### config.mk
export PLATFORM = sky130hd
export DESIGN_NAME = pulse_watchdog
export DESIGN_NICKNAME = d
export VERILOG_FILES = /design/src/rtl/wdog_pkg.sv /design/src/rtl/wdog_reload.sv /design/src/rtl/wdog_rst_stretch.sv /design/src/rtl/pulse_watchdog.sv
export SDC_FILE = /design/constraint.sdc
export NUM_CORES = 1
export LEC_CHECK = 0
export BUFFER_PORTS_ARGS = -buffer_cell sky130_fd_sc_hd__clkbuf_2
export CAP_MARGIN = 15
export CORE_ASPECT_RATIO = 1.2
export CORE_MARGIN = 2
export CORE_UTILIZATION = 53
export CTS_BUF_LIST = sky130_fd_sc_hd__clkbuf_4 sky130_fd_sc_hd__clkbuf_8
export DETAILED_ROUTE_END_ITERATION = 10
export PLACE_DENSITY = 0.9
export SLEW_MARGIN = 15
export SYNTH_ARGS = -nofsm -noshare
export SYNTH_HDL_FRONTEND = slang
export SYNTH_HIERARCHICAL = 1
export SYNTH_SLANG_ARGS = --single-unit
### constraint.sdc
create_clock -name clk_i -period 2.8 [get_ports clk_i]
set_input_delay 0.56 -clock clk_i [delete_from_list [all_inputs] [get_ports clk_i]]
set_output_delay 0.56 -clock clk_i [all_outputs]
set_load 0.01 [all_outputs]
### src/rtl/wdog_pkg.sv
package wdog_pkg;
    localparam int ADDR_W = 8;
    localparam int DATA_W = 32;

    localparam logic [ADDR_W-1:0] OFF_CTRL   = 8'h00;
    localparam logic [ADDR_W-1:0] OFF_RANGE  = 8'h04;
    localparam logic [ADDR_W-1:0] OFF_COUNT  = 8'h08;
    localparam logic [ADDR_W-1:0] OFF_KICK   = 8'h0C;
    localparam logic [ADDR_W-1:0] OFF_STATUS = 8'h10;
    localparam logic [ADDR_W-1:0] OFF_ICLR   = 8'h14;

    localparam logic [DATA_W-1:0] KICK_KEY   = 32'h0000_0076;

    typedef logic [3:0] tcode_t;
endpackage

### src/rtl/wdog_reload.sv
module wdog_reload #(
    parameter int BASE_EXP = 16,
    localparam int CNT_W = BASE_EXP + 15
) (
    input  wdog_pkg::tcode_t   code_i,
    output logic [CNT_W-1:0]   reload_o
);
    // 2^(BASE_EXP+code)-1 is all ones shifted right by (15-code)
    logic [3:0] shift;
    always_comb begin
        shift    = 4'd15 - code_i;
        reload_o = {CNT_W{1'b1}} >> shift;
    end
endmodule

### src/rtl/wdog_rst_stretch.sv
module wdog_rst_stretch #(
    parameter int RST_CYCLES = 8,
    localparam int PW = $clog2(RST_CYCLES + 1)
) (
    input  logic clk_i,
    input  logic rst_ni,
    input  logic fire_i,
    output logic active_o
);
    localparam logic [PW-1:0] LEN = PW'(RST_CYCLES);

    logic [PW-1:0] left_d, left_q;

    always_comb begin
        left_d = left_q;
        if (fire_i)
            left_d = LEN;
        else if (left_q != '0)
            left_d = left_q - 1'b1;
    end

    always_ff @(posedge clk_i or negedge rst_ni) begin
        if (!rst_ni) left_q <= '0;
        else         left_q <= left_d;
    end

    assign active_o = (left_q != '0);
endmodule

### src/rtl/pulse_watchdog.sv
module pulse_watchdog
    import wdog_pkg::*;
#(
    parameter int BASE_EXP   = 16,
    parameter int RST_CYCLES = 8
) (
    input  logic              clk_i,
    input  logic              rst_ni,
    input  logic [7:0]        addr_i,
    input  logic              wr_en_i,
    input  logic [31:0]       wr_data_i,
    input  logic              rd_en_i,
    output logic [31:0]       rd_data_o,
    output logic              irq_o,
    output logic              sys_rst_o
);
    localparam int CNT_W = BASE_EXP + 15;

    typedef struct packed {
        logic             en;
        logic             mode;
        tcode_t           init_code;
        tcode_t           run_code;
        logic [CNT_W-1:0] cnt;
        logic             irq;
    } wd_state_t;

    wd_state_t state_d, state_q;
    logic [CNT_W-1:0] init_reload, run_reload;
    logic fire;
    logic kick_hit;

    wdog_reload #(.BASE_EXP(BASE_EXP)) u_init_reload (
        .code_i  (state_q.init_code),
        .reload_o(init_reload)
    );

    wdog_reload #(.BASE_EXP(BASE_EXP)) u_run_reload (
        .code_i  (state_q.run_code),
        .reload_o(run_reload)
    );

    wdog_rst_stretch #(.RST_CYCLES(RST_CYCLES)) u_stretch (
        .clk_i   (clk_i),
        .rst_ni  (rst_ni),
        .fire_i  (fire),
        .active_o(sys_rst_o)
    );

    always_comb begin
        state_d  = state_q;
        fire     = 1'b0;
        kick_hit = state_q.en && wr_en_i && (addr_i == OFF_KICK) && (wr_data_i == KICK_KEY);

        if (wr_en_i && addr_i == OFF_CTRL) begin
            state_d.mode = wr_data_i[1];
            if (wr_data_i[0] && !state_q.en) begin
                state_d.en  = 1'b1;
                state_d.cnt = init_reload;
            end
        end
        if (wr_en_i && addr_i == OFF_RANGE) begin
            state_d.run_code  = wr_data_i[3:0];
            state_d.init_code = wr_data_i[7:4];
        end
        if (rd_en_i && addr_i == OFF_ICLR)
            state_d.irq = 1'b0;

        if (state_q.en) begin
            if (kick_hit) begin
                state_d.cnt = run_reload;
            end else if (state_q.cnt == '0) begin
                state_d.cnt = run_reload;
                if (state_q.mode && !state_q.irq)
                    state_d.irq = 1'b1;
                else
                    fire = 1'b1;
            end else begin
                state_d.cnt = state_q.cnt - 1'b1;
            end
        end
    end

    always_ff @(posedge clk_i or negedge rst_ni) begin
        if (!rst_ni) state_q <= '0;
        else         state_q <= state_d;
    end

    always_comb begin
        rd_data_o = '0;
        case (addr_i)
            OFF_CTRL:   rd_data_o = {30'd0, state_q.mode, state_q.en};
            OFF_RANGE:  rd_data_o = {24'd0, state_q.init_code, state_q.run_code};
            OFF_COUNT:  rd_data_o = 32'(state_q.cnt);
            OFF_STATUS: rd_data_o = {31'd0, state_q.irq};
            OFF_ICLR:   rd_data_o = {31'd0, state_q.irq};
            default:    rd_data_o = '0;
        endcase
    end

    assign irq_o = state_q.irq;
endmodule

Word-level counts from Yosys, hierarchy flattened
Index checks and enable logic that the tools add are counted.
{"block": "totals", "reg_bits": 46, "input_bits": 44, "output_inout_bits": 34, "word_cells": 54}
{"block": "op_classes", "addsub": 4, "eq_ne": 6, "n_shift": 2, "mux": 16, "reduce_logical": 19}
{"operator": "two-way mux 31 bit", "n": 4}
{"operator": "one-hot mux 31 bit (4 select lines)", "n": 1}
{"operator": ">> shifter 31 x 4 -> 31 bit, first input constant", "n": 2}
{"operator": "equality test 32 x 7 -> 1 bit, second input constant", "n": 1}
{"operator": "two-way mux 32 bit", "n": 1}
{"operator": "zero test 31 bit", "n": 1}
{"operator": "subtractor 31 x 1 -> 31 bit, second input constant", "n": 1}
{"operator": "equality test 8 x 4 -> 1 bit, second input constant", "n": 2}
{"operator": "equality test 8 x 5 -> 1 bit, second input constant", "n": 2}
{"operator": "equality test 8 x 3 -> 1 bit, second input constant", "n": 1}
{"operator": "logical AND 1 bit", "n": 8}
{"operator": "zero test 8 bit", "n": 1}
{"operator": "two-way mux 1 bit", "n": 8}
{"operator": "two-way mux 4 bit", "n": 2}
{"operator": "subtractor 4 bit, first input constant", "n": 2}
{"operator": "nonzero test 2 bit", "n": 3}
{"operator": "AND reduction 2 bit", "n": 2}
{"operator": "nonzero test 4 bit", "n": 1}
{"operator": "subtractor 4 x 1 -> 4 bit, second input constant", "n": 1}
{"operator": "zero test 1 bit", "n": 2}
{"operator": "OR reduction 2 bit", "n": 1}

Depth between registers and ports, before layout
{"block": "logic_depth", "word_depth": 7, "mapped_depth": 9, "mapped_depth_nobuf": 9}

Hierarchy
Netlist, hierarchy kept.
{"mod": "pulse_watchdog", "instances": 1, "cells_each": 363, "area_per_inst_um2": 3430.8, "seq_area_each_um2": 1051.0}
{"mod": "wdog_reload", "instances": 2, "cells_each": 41, "area_per_inst_um2": 267.8, "seq_area_each_um2": 0.0}
{"mod": "wdog_rst_stretch", "instances": 1, "cells_each": 20, "area_per_inst_um2": 217.7, "seq_area_each_um2": 100.1}

Worst setup path before layout
No wires, ideal clock.
{"block": "synth_timing", "kind": "input port to output port", "start": "input addr_i[1]", "end": "output rd_data_o[11]", "arrival_time_ns": 2.245, "path_slack_ns": -0.005, "stages": 7, "cell_sequence": "or3_1 -> or2_1 -> clkbuf_1 -> nor3b_1 -> clkbuf_1 -> clkbuf_1 -> and2_1"}
{"block": "synth_via", "elab_chain_len": 3, "elab_cells_between_ends": 7}
{"item": "start: declaration", "line": "pulse_watchdog.sv:9", "rtl": "input logic [7:0] addr_i,"}
{"item": "equality test 8 x 5 -> 1 bit", "line": "pulse_watchdog.sv:91", "rtl": "case (addr_i)"}
{"item": "OR reduction 2 bit (no line)"}
{"item": "one-hot mux 31 bit (4 select lines) *", "line": "pulse_watchdog.sv:91"}
{"item": "end: declaration", "line": "pulse_watchdog.sv:13", "rtl": "output logic [31:0] rd_data_o,"}
Every way passes the cells marked *; elsewhere a longest branch is shown, timed or not.

Final worst setup path
{"block": "layout_timing", "start": "register state_q[12] (netlist bit)", "end": "register u_stretch.left_q[0]"}
{"block": "layout_via", "elab_chain_len": 5, "elab_cells_between_ends": 6}
{"item": "start: declaration", "line": "pulse_watchdog.sv:28", "rtl": "wd_state_t state_d, state_q;"}
{"item": "start signal: assignment", "line": "pulse_watchdog.sv:86", "rtl": "else state_q <= state_d;"}
{"item": "zero test 31 bit *", "line": "pulse_watchdog.sv:72", "rtl": "end else if (state_q.cnt == '0) begin"}
{"item": "two-way mux 1 bit *", "line": "pulse_watchdog.sv:72"}
{"item": "two-way mux 1 bit *", "line": "pulse_watchdog.sv:70", "rtl": "if (kick_hit) begin"}
{"item": "two-way mux 1 bit *", "line": "pulse_watchdog.sv:69", "rtl": "if (state_q.en) begin"}
{"item": "via fire", "line": "pulse_watchdog.sv:30", "rtl": "logic fire;"}
{"item": "two-way mux 4 bit or nonzero test 2 bit (tied branches)"}
{"item": "end signal: assignment", "line": "wdog_rst_stretch.sv:24", "rtl": "else left_q <= left_d;"}
{"item": "end: declaration", "line": "wdog_rst_stretch.sv:12", "rtl": "logic [PW-1:0] left_d, left_q;"}
Mark *: on every way through the listed nets, which the timed path passes. The rest lies on a longest branch.
A chain may end at the register's enable or synchronous reset.

==> flow_summary.yaml <==
clock_tree:
  clock_path_buffers: 2
  cts_tree: "built"
  clockRootBuffer: "clkbuf_8"
  cts_setup_buffers: 0
  cts_hold_buf: 0
  clk_pin_slew_ns: 0.10
  clock_latency_ns: 0.31
  cts.sink_count: 46
  cts-htree-levels: 2
  cts_buffers: 5
final_layout:
  drive_above_1_share: 0.3139
  stdcell_count: 624
  final_cell_mix: "76 x clkbuf_2, 46 x dfrtp_1, 40 x inv_1"
  diodes: 0
  fin_nets: 578
  final_common_cell: "clkbuf_2"
  syn_to_final_growth_pct: 11.24
  final_util: 0.6073
die:
  rows: 35
  core_sq_um: 7664
  dieHeight_um: 101.3
  floorplan.initialDensity: 0.5460
  die-area_sq_um: 8624
  io_pins: 78
  die_w_um: 85.11
critical_path:
  path_delay_family: "simple AND/OR/NAND/NOR gates"
  critPathMaxFanout: 5
  start_kind: "flip-flop"
  timing.rr.start: "state_q[12]"
  end_kind: "flip-flop"
  rrSetupSlack_ns: 0.13
  slowest_stage: "or4_1"
  cp_cell_sequence: "or4_1 > or4_4 > nor3_4 > nand2b_1 > nor2b_4 > nor2b_1 > mux2_4"
  crit_path_max_incr_delay_ns: 0.61
  arrival_ns: 2.88
  setup.worst_path.class: "flip-flop to flip-flop"
  reg2reg_depth: 7
  worstReg2RegEnd: "u_stretch/left_q[0]"
  crit_buf_inv: 0
  required_ns: 3.00
run_status:
  run_status: "finished, final reports clean"
yosys:
  synth_top_family_by_area: "simple AND/OR/NAND/NOR gates"
  ys_types: 56
  syn_inst: 465
  syn_area_sq_um: 4184
  synth_edf_count: 0
  async_flop_share: 1.000
  synth_compound_area_frac: 0.2171
  synth_fa_ha_area_frac: 0.008971
  synth_xor_xnor_area_share: 0.05861
  ys_seq_area_frac: 0.2751
  synth.area.mux_share: 0.03529
  synth-seq-cells: 46
  synthSimpleGateAreaFrac: 0.2557
  synth_area_per_cell_sq_um: 8.998
  synth_warnings: 6
  synthFlopType: "dfrtp_1"
placement:
  io_buffers: 76
  gp_congestion: 0.8640
  place_inst: 615
  post-dp-hpwl_mm: 7.569
sta:
  setup_viol: 0
  rsz0062_at_grt: "no"
  fmax_mhz: 374.0
  holdWs_ns: 0.08575
  tightest_slew_ns: 0.5301
  period_needed_ns: 2.674
  finalSetupTns_ns: 0
  hold_viol: 0
  fin_crit_sh: 0.9549
  slew-limit-headroom: 0.6466
  skew_ns: 0.006644
  slew_viol_final: 0
routing:
  totalWireLength_mm: 10.36
  ant_nets: 0
  dr_total_vias: 3666
  wl_per_cell_um: 16.60
  viasPerCell: 5.875
  drt_iter0_drc: 486
  drc: 0
  first_pass_iters: 4
global_route:
  antenna_found_initial: 0
  grt_pass1_wl_mm: 17.63
  grt_pass1_vias: 3707
  grt.total_usage: 0.2504
  grt_max_degree: 63
  grt-ovfl-total: 0
min_path:
  hold_class: "input pin to asynchronous set/reset pin"
pwr:
  vdd_drop_max_mv: 0.3542
  cellLeakagePower_uw: 0.002147
  powerDensity_nw_per_um2: 669.4
  finalPower_uw: 3116
job:
  drv_cap: 0
[synth_stat cells, types with 2 or more instances]
cell	count	area share
mux2i_1	2	0.0048
mux2_2	5	0.013
nor4_2	5	0.015
nor4bb_1	2	0.0048
or3_1	6	0.0090
or3_4	2	0.0054
nor2b_1	33	0.049
a31o_2	2	0.0042
o21ai_0	3	0.0036
nand2_1	13	0.012
nor4_1	11	0.016
a211oi_1	31	0.056
mux2_1	5	0.013
and2_1	23	0.034
conb_1	3	0.0027
nand3b_1	4	0.0072
dfrtp_1	46	0.28
a221oi_2	30	0.11
a21oi_1	4	0.0048
buf_4	40	0.072
o31a_1	3	0.0063
ha_1	3	0.0090
or4_1	8	0.014
clkbuf_1	20	0.018
inv_1	40	0.036
a22o_1	6	0.013
a21o_2	2	0.0042
xor2_1	6	0.013
nor2_1	23	0.021
o21a_1	4	0.0072
nand4_1	2	0.0030
nor4b_1	5	0.010
nand2b_1	6	0.0090
nor3_1	13	0.016
xnor2_1	22	0.046
and3_2	2	0.0036
buf_6	6	0.016
buf_2	4	0.0048
nand3_1	3	0.0036
[registers in the layout, indices dropped and copies added (netlist names)]
signal,count
state_q,41
irq_o,1
u_stretch/left_q,4
[cell type report]
cell class	instances	area, sq um
flip-flops and latches	46	1151
inverters	40	150.1
multi-input cells	339	2565
clock buffers	5	68.82
well taps	92	115.1
repair buffers	99	578.1
clock inverters	3	26.28
fillers	628	3009
[per-layer routing]
layer  GRT usage  share of wire
met1      0.3131           0.40
met2      0.4495           0.51
met3     0.02771          0.067
met4     0.08425          0.022
met5           0              0
[logic make-up (layout without fill, tap and decap cells)]
family / after synthesis / in the layout
and+or+nand+nor: 171 / 171
buffers and inverters: 110 / 147
AOI/OAI and AO/OA: 91 / 91
DFF: 46 / 46
xor gates and xnor gates: 28 / 28
muxes: 13 / 13
adders and majority gates: 3 / 3
other: 3 / 33
[stage by stage]
stage | area [sq um] | setup WS [ns]
finish | 4654 | 0.1264
global route | 4654 | 0.01338
CTS | 4623 | 0.08283
detailed placement | 4526 | 0.001137
global placement | 4526 | 0.06462
floorplan | 4298 | 0.06552
[where the power goes]
| part | internal [uW] | switching (uW) |
|---|---|---|
| sequential | 926 | 391 |
| combinational | 723 | 618 |
| clock | 186 | 272 |
| total | 1830 | 1280 |
[how the worst max path moves through the flow]
stage	startpoint	end	slack, ns	cells past startpoint
3_5_place_dp	state_q[12]	u_stretch/left_q[0]	0.001	7
3_3_place_gp	state_q[12]	u_stretch/left_q[0]	0.06	7
5_1_grt	state_q[12]	u_stretch/left_q[0]	0.01	7
6_report	state_q[12]	u_stretch/left_q[0]	0.13	7
2_1_floorplan	addr_i[1]	rd_data_o[11]	0.07	7
4_1_cts	state_q[12]	u_stretch/left_q[0]	0.08	7
[repair_timing]
action,in CTS,in global routing
pin swaps,0,0
resized for setup,1,3
hold endpoints to repair,0,0
setup endpoints to repair,1,11
Power figures use the tool's default switching activity.
